==> config.mk <==
export PLATFORM = sky130hd
export DESIGN_NAME = echo_cross_detect
export DESIGN_NICKNAME = d
export VERILOG_FILES = /design/src/rtl/echo_cross_pkg.sv /design/src/rtl/xd_band_calc.sv /design/src/rtl/xd_cross_eval.sv /design/src/rtl/xd_level_track.sv /design/src/rtl/xd_irq_flag.sv /design/src/rtl/echo_cross_detect.sv
export SDC_FILE = /design/constraint.sdc
export NUM_CORES = 1
export LEC_CHECK = 0
export CELL_PAD_IN_SITES_DETAIL_PLACEMENT = 2
export CELL_PAD_IN_SITES_GLOBAL_PLACEMENT = 2
export CORE_ASPECT_RATIO = 0.9
export CORE_MARGIN = 4
export CORE_UTILIZATION = 31
export CTS_CLUSTER_DIAMETER = 30
export DETAILED_ROUTE_END_ITERATION = 7
export HOLD_SLACK_MARGIN = 0.12
export PLACE_DENSITY = 0.92
export SLEW_MARGIN = 25
export SYNTH_ARGS = -nofsm -noshare
export SYNTH_HDL_FRONTEND = slang
export SYNTH_HIERARCHICAL = 1
export SYNTH_SLANG_ARGS = --single-unit
==> constraint.sdc <==
create_clock -name clk -period 5 [get_ports clk]
set_input_delay 1 -clock clk [delete_from_list [all_inputs] [get_ports clk]]
set_output_delay 1 -clock clk [all_outputs]
set_load 0.005 [all_outputs]
==> src/rtl/echo_cross_pkg.sv <==
package echo_cross_pkg;
  typedef enum logic {
    POL_RISE = 1'b0,
    POL_FALL = 1'b1
  } xd_pol_e;

  typedef struct packed {
    logic enter;
    logic leave;
  } xd_decision_t;
endpackage

==> src/rtl/xd_band_calc.sv <==
module xd_band_calc #(
  parameter int W  = 16,
  parameter int HW = 15
) (
  input  logic [W-1:0]  thr_i,
  input  logic [HW-1:0] hyst_i,
  output logic [W-1:0]  lo_o,
  output logic [W-1:0]  hi_o
);
  localparam logic [W-1:0] FULL = '1;

  logic [W-1:0] hyst_ext;
  logic [W:0]   sum_wide;

  assign hyst_ext = W'(hyst_i);
  assign sum_wide = {1'b0, thr_i} + {1'b0, hyst_ext};

  // lower release bound, clamped at zero
  assign lo_o = (thr_i > hyst_ext) ? (thr_i - hyst_ext) : '0;
  // upper release bound, clamped at full scale
  assign hi_o = sum_wide[W] ? FULL : sum_wide[W-1:0];
endmodule

==> src/rtl/xd_cross_eval.sv <==
module xd_cross_eval
  import echo_cross_pkg::*;
#(
  parameter int W = 16
) (
  input  logic [W-1:0]  smp_i,
  input  logic [W-1:0]  thr_i,
  input  logic [W-1:0]  lo_i,
  input  logic [W-1:0]  hi_i,
  input  xd_pol_e       pol_i,
  output xd_decision_t  dec_o
);
  always_comb begin
    unique case (pol_i)
      POL_RISE: begin
        dec_o.enter = smp_i > thr_i;
        dec_o.leave = smp_i < lo_i;
      end
      default: begin
        dec_o.enter = smp_i < thr_i;
        dec_o.leave = smp_i > hi_i;
      end
    endcase
  end
endmodule

==> src/rtl/xd_level_track.sv <==
module xd_level_track
  import echo_cross_pkg::*;
(
  input  logic         clk,
  input  logic         rst,
  input  logic         vld_i,
  input  xd_decision_t dec_i,
  output logic         rise_evt_o,
  output logic         level_o,
  output logic         stop_o
);
  logic level_q;
  logic stop_q;
  logic level_d;

  always_comb begin
    rise_evt_o = vld_i && !level_q && dec_i.enter;
    level_d    = level_q;
    if (rise_evt_o) begin
      level_d = 1'b1;
    end else if (vld_i && level_q && dec_i.leave) begin
      level_d = 1'b0;
    end
  end

  always_ff @(posedge clk) begin
    if (rst) begin
      level_q <= 1'b0;
      stop_q  <= 1'b0;
    end else begin
      level_q <= level_d;
      stop_q  <= rise_evt_o;
    end
  end

  assign level_o = level_q;
  assign stop_o  = stop_q;
endmodule

==> src/rtl/xd_irq_flag.sv <==
module xd_irq_flag (
  input  logic clk,
  input  logic rst,
  input  logic set_i,
  input  logic clr_i,
  input  logic en_i,
  output logic flag_o,
  output logic irq_o
);
  logic flag_q;
  logic irq_q;
  logic flag_d;

  // a new event outranks a clear arriving at the same edge
  assign flag_d = set_i | (flag_q & ~clr_i);

  always_ff @(posedge clk) begin
    if (rst) begin
      flag_q <= 1'b0;
      irq_q  <= 1'b0;
    end else begin
      flag_q <= flag_d;
      irq_q  <= flag_d & en_i;
    end
  end

  assign flag_o = flag_q;
  assign irq_o  = irq_q;
endmodule

==> src/rtl/echo_cross_detect.sv <==
module echo_cross_detect
  import echo_cross_pkg::*;
#(
  parameter int W  = 16,
  parameter int HW = 15
) (
  input  logic          clk,
  input  logic          rst,
  input  logic          smp_vld_i,
  input  logic [W-1:0]  smp_i,
  input  logic [W-1:0]  thr_i,
  input  logic [HW:0]   ctrl_i,
  input  logic          irq_en_i,
  input  logic          flag_clr_i,
  output logic          level_o,
  output logic          flag_o,
  output logic          irq_o,
  output logic          stop_o
);
  localparam int POL_BIT = HW;

  logic [W-1:0]  lo_bound;
  logic [W-1:0]  hi_bound;
  xd_pol_e       pol;
  xd_decision_t  dec;
  logic          rise_evt;

  assign pol = xd_pol_e'(ctrl_i[POL_BIT]);

  xd_band_calc #(.W(W), .HW(HW)) u_band (
    .thr_i  (thr_i),
    .hyst_i (ctrl_i[HW-1:0]),
    .lo_o   (lo_bound),
    .hi_o   (hi_bound)
  );

  xd_cross_eval #(.W(W)) u_eval (
    .smp_i (smp_i),
    .thr_i (thr_i),
    .lo_i  (lo_bound),
    .hi_i  (hi_bound),
    .pol_i (pol),
    .dec_o (dec)
  );

  xd_level_track u_level (
    .clk        (clk),
    .rst        (rst),
    .vld_i      (smp_vld_i),
    .dec_i      (dec),
    .rise_evt_o (rise_evt),
    .level_o    (level_o),
    .stop_o     (stop_o)
  );

  xd_irq_flag u_flag (
    .clk    (clk),
    .rst    (rst),
    .set_i  (rise_evt),
    .clr_i  (flag_clr_i),
    .en_i   (irq_en_i),
    .flag_o (flag_o),
    .irq_o  (irq_o)
  );
endmodule

Yosys cells after proc, flatten, opt, wreduce, memory -nomap -nowiden
Index checks and enable logic that the tools add are counted.
Word-level totals
  input bits: 53
  register bits: 4
  word-level logic and storage cells: 26
Operators by class
  mux-type cells: 5
  order comparisons: 5
  bitwise gates (word level): 4
  add/subtract/negate cells: 2
  reduce and logical (&&, ||, !) cells: 6
Operators by type and width (count)
  $gt 16x16->1: 2
  $lt 16x16->1: 2
  $mux 16: 2
  $add 16x15->17: 1
  $gt 16x15->1: 1
  $sub 16x15->16: 1
  $logic_and 1x1->1: 4
  $and 1x1->1: 2
  $mux 1: 2
  $mux 2: 1
  $reduce_bool 2->1: 1
  $logic_not 1->1: 1
  $not 1->1: 1
  $or 1x1->1: 1

Longest topological paths before layout
  depth in word-level cells: 7
  mapped depth: 17
  mapped depth without buffers: 17

By module
Netlist, hierarchy kept.
Modules (own cells, without submodules)
  xd_band_calc: cells each 271, instances 1, area an instance 1821.7 um2
  xd_cross_eval: cells each 168, instances 1, area an instance 1227.4 um2
  xd_irq_flag: cells each 7, instances 1, area an instance 73.8 um2
  xd_level_track: cells each 7, instances 1, area an instance 66.3 um2

Worst setup path before layout
Ideal clock, no wire load.
  path kind: input -> register
  start: in thr_i[0]
  end: reg u_level.level_q (netlist: u_level/level_o)
  data required time: 4.909 ns
  path slack: 0.872 ns
  setup time: 0.091 ns
  arrival: 4.037 ns
  cell stages on the path: 15
  cell sequence: ha_1 -> fa_1 -> nor2b_2 -> o311ai_4 -> a211oi_2 -> o31a_1 -> or3b_1 -> inv_1 -> ha_1 -> nand4_1 -> nor2_1 -> a221o_1 -> a211oi_1 -> o21ai_0 -> a311oi_1
RTL lines
  start, declared: RTL line echo_cross_detect.sv:11  | input logic [W-1:0] thr_i,
  end signal, assigned: RTL line xd_level_track.sv:31  | level_q <= level_d;
  end, declared: RTL line xd_level_track.sv:12  | logic level_q;

==> reports/summary.md <==
### Run status
• **result of the run** complete, no violations

### GRT
• **initial antenna violation count** 0
• **pin count of the biggest net entering global routing** 13
• **global-route total usage across every layer** 22.93%
• **global-route wire length before repair** 22150 µm
• **total gr overflow** 0
• **number of global-route vias before repair** 4206

### CTS
• **H-tree levels** 1
• **clock tree from TritonCTS** done
• **clock root buffer** sky130_fd_sc_hd__clkbuf_16
• **clk buf depth** 2
• **worst-skew pair later-pin latency** 0.22 ns
• **number of setup buffers added after CTS** 0
• **Sinks on Clock Net** 4
• **Inserted Clock Buffers** 3
• **clock transition time at the flip-flop clock pins of the worst setup and hold paths** 0.03 ns

### Hold path
• **class of the worst hold path** reg2reg
• **start point of the worst hold path** u_flag/flag_o$_SDFF_PP0_
• **Hold Path End** u_flag/flag_o$_SDFF_PP0_
• **Worst Hold Path Cells** 2

### Floorplan
• **chip width** 114.9 µm
• **Die Height** 104.2 µm
• **Initial Util** 32.31%
• **number of top-level design ports** 57
• **floorplan die area** 11980 µm²
• **standard-cell rows** 34
• **CORE AREA** 9869 µm²

### Synth
• **count of synthesis-stage warnings from yosys** 6
• **Synth Cell Area** 3189 µm²
• **flip-flop and latch count after synthesis** 4
• **number of cells produced by synthesis** 453
• **average instance area after synthesis** 7.040 µm²
• **asr flop ratio synth** 0%
• **sequential-to-total area share from yosys stat** 2.511%
• **main flop type after synthesis** sky130_fd_sc_hd__dfxtp_1
• **Post-Synthesis Net Count** 585
• **Synth cell types** 71
• **number of flops mapped to enable cells by yosys** 0

### Cells and area
• **area taken by multi-input logic gates** 2803 µm²
• **top library cells by usage in the layout, fill and taps aside** sky130_fd_sc_hd__inv_1 (78), sky130_fd_sc_hd__ha_1 (76), sky130_fd_sc_hd__clkdlybuf4s50_1 (53), sky130_fd_sc_hd__nor2_1 (41), sky130_fd_sc_hd__a21oi_1 (38)
• **commonest non-fill, non-tap cell in the layout** sky130_fd_sc_hd__inv_1
• **number of antenna repair diodes** 0
• **post-layout utilization of the core** 42.19%
• **register area** 80.08 µm²
• **fill cell count** 1168
• **synth-to-layout area growth** 30.56%
• **nets@finish** 659
• **fraction of layout instances using a drive strength above 1** 10.67%

### Worst setup path
• **reg2reg path depth** 2
• **CP Data Arrival Time** 4.95 ns
• **Critical Setup Path Class** in2reg
• **maximum fanout encountered on the critical timing path** 5
• **r2r setup slk** 4.21 ns
• **required time worst endpoint** 5.12 ns
• **crit path launch type** input port
• **nature of the critical path endpoint** flop
• **worst r2r dst** u_level/level_o$_SDFFE_PP0P_
• **critical register-to-register path startpoint** u_level/level_o$_SDFFE_PP0P_

### Placed design
• **RePlAce Congestion** 0.9106
• **IO Port Bufs** 56
• **estimated wirelength of the detail-placed design** 12440 µm

### Routing
• **aggregate routed wire length** 14310 µm
• **number of DRC markers after the initial detailed-route iteration** 126
• **routed via count** 3658
• **routed vias/inst** 5.619
• **DR DRC count** 0
• **count of TritonRoute iterations in the first routing pass** 5
• **average wire per standard cell** 21.98 µm
• **post-route ant nets** 0

### Power and ir drop
• **maximum resistive drop on vdd** 0.2104 mV
• **Tot Pwr** 743.0 µW
• **leakage power summed over all cells** 2.050 nW
• **Pwr Density** 178.4 nW/µm²

### Timing
• **Worst Skew** 0.00006170 ns
• **slew margin rel.** 64.13%
• **final setup vio count** 0
• **Hold Violations, Final** 0
• **Final Slew Violations** 0
• **final worst path period need** 4.826 ns
• **share of the cycle needed by the critical path after routing** 96.51%
• **transition time of the tightest slew-check pin** 0.5349 ns
• **Achievable Freq** 207.2 MHz

### Run
• **max capacitance violation total** 0

## registers in the layout (all words and copies together), names as in the netlist
name,count
u_flag/flag_o,1
u_flag/irq_o,1
u_level/level_o,1
u_level/stop_o,1
## how the worst max path moves through the flow
stage / from / to / slack (ns)
6_report: ctrl_i[0] / u_level/level_o$_SDFFE_PP0P_ / 0.17
3_3_place_gp: thr_i[0] / u_level/level_o$_SDFFE_PP0P_ / 0.14
5_1_grt: ctrl_i[8] / u_level/level_o$_SDFFE_PP0P_ / -0.04
2_1_floorplan: thr_i[0] / u_level/level_o$_SDFFE_PP0P_ / 0.87
3_5_place_dp: thr_i[0] / u_level/level_o$_SDFFE_PP0P_ / -0.24
4_1_cts: thr_i[0] / u_level/level_o$_SDFFE_PP0P_ / 0.01
## routing by layer
metal | part of all wire, % | GRT usage [%] | vias up
met5 | 0 | 0 | -
met4 | 1.8 | 4.275 | 0
met3 | 2.8 | 1.105 | 21
met2 | 50 | 41.24 | 70
met1 | 45 | 30.11 | 1827
li1 | - | - | 1740
## synthesized netlist by cell type, types with 3 or more instances
cell type | count | share of area [%]
sky130_fd_sc_hd__a211oi_1 | 8 | 1.9
sky130_fd_sc_hd__a21o_1 | 8 | 1.9
sky130_fd_sc_hd__a21oi_1 | 38 | 6.0
sky130_fd_sc_hd__a31oi_1 | 3 | 0.59
sky130_fd_sc_hd__buf_2 | 5 | 0.78
sky130_fd_sc_hd__buf_4 | 4 | 0.94
sky130_fd_sc_hd__dfxtp_1 | 4 | 2.5
sky130_fd_sc_hd__ha_1 | 77 | 30
sky130_fd_sc_hd__inv_1 | 78 | 9.2
sky130_fd_sc_hd__nand2_1 | 25 | 2.9
sky130_fd_sc_hd__nand2b_1 | 8 | 1.6
sky130_fd_sc_hd__nand3_1 | 14 | 2.2
sky130_fd_sc_hd__nand4_1 | 7 | 1.4
sky130_fd_sc_hd__nor2_1 | 41 | 4.8
sky130_fd_sc_hd__nor2b_1 | 8 | 1.6
sky130_fd_sc_hd__nor3_1 | 12 | 1.9
sky130_fd_sc_hd__nor4_1 | 3 | 0.59
sky130_fd_sc_hd__o21a_1 | 3 | 0.71
sky130_fd_sc_hd__o21ai_0 | 23 | 3.6
sky130_fd_sc_hd__o31ai_1 | 5 | 1.2
sky130_fd_sc_hd__or3_1 | 7 | 1.4
sky130_fd_sc_hd__xnor2_1 | 12 | 3.3
## kinds of logic after synthesis
logic type                 after synthesis  synth area share (%)
DFF                                      4                 2.511
adders and majority gates               79                 31.46
xor gates and xnor gates                13                 3.570
and+or+nand+nor                        145                 24.36
buffers and inverters                   91                 11.61
AOI/OAI and AO/OA                      120                 26.01
muxes                                    1                0.4706
## stage by stage
step,setup TNS (ns),setup slack [ns],hold slack [ns],std cells,cell area [µm²]
after global placement,0,0.1374,0.4808,648,4018
after CTS,0,0.01173,0.5260,651,4093
after global routing,-0.03769,-0.03769,0.5352,651,4164
after floorplan,0,0.8723,0.4861,453,3189
final,0,0.1744,0.5184,651,4164
after detailed placement,-0.2358,-0.2358,0.5095,648,4018
## worst max-delay path, stage by stage
cell and delay (ns):
sky130_fd_sc_hd__clkdlybuf4s50_1 0.44, sky130_fd_sc_hd__ha_2 0.22, sky130_fd_sc_hd__fa_2 0.37, sky130_fd_sc_hd__nor2b_2 0.20, sky130_fd_sc_hd__o311ai_4 0.34, sky130_fd_sc_hd__a211oi_4 0.14
sky130_fd_sc_hd__o31a_1 0.34, sky130_fd_sc_hd__or3b_1 0.44, sky130_fd_sc_hd__inv_1 0.10, sky130_fd_sc_hd__ha_1 0.24, sky130_fd_sc_hd__nand4_1 0.14, sky130_fd_sc_hd__nor2_1 0.07
sky130_fd_sc_hd__a221o_1 0.33, sky130_fd_sc_hd__a211oi_2 0.18, sky130_fd_sc_hd__o21ai_0 0.10, sky130_fd_sc_hd__a311oi_1 0.29
## final cells by class
class,count,share of cell area [%]
clock buffers,3,1.803
repair buffers,80,17.97
well taps,126,3.786
inverters,80,7.212
flip-flops and latches,4,1.923
multi-input cells,358,67.31
## report_power, final
group / switching, mW / leakage (nW) / internal (mW) / total (mW)
Clock: 0.0216 / 0.0370 / 0.102 / 0.124
Sequential: 0.00196 / 0.0328 / 0.0344 / 0.0364
Combinational: 0.341 / 1.98 / 0.242 / 0.583
Total: 0.364 / 2.05 / 0.379 / 0.743
## repair_timing
action | in CTS | in global routing
hold buffers | 0 | 0
setup endpoints to repair | 0 | 1
gates resized for setup | 0 | 15
Note: power is estimated with default switching activity, not from simulation.
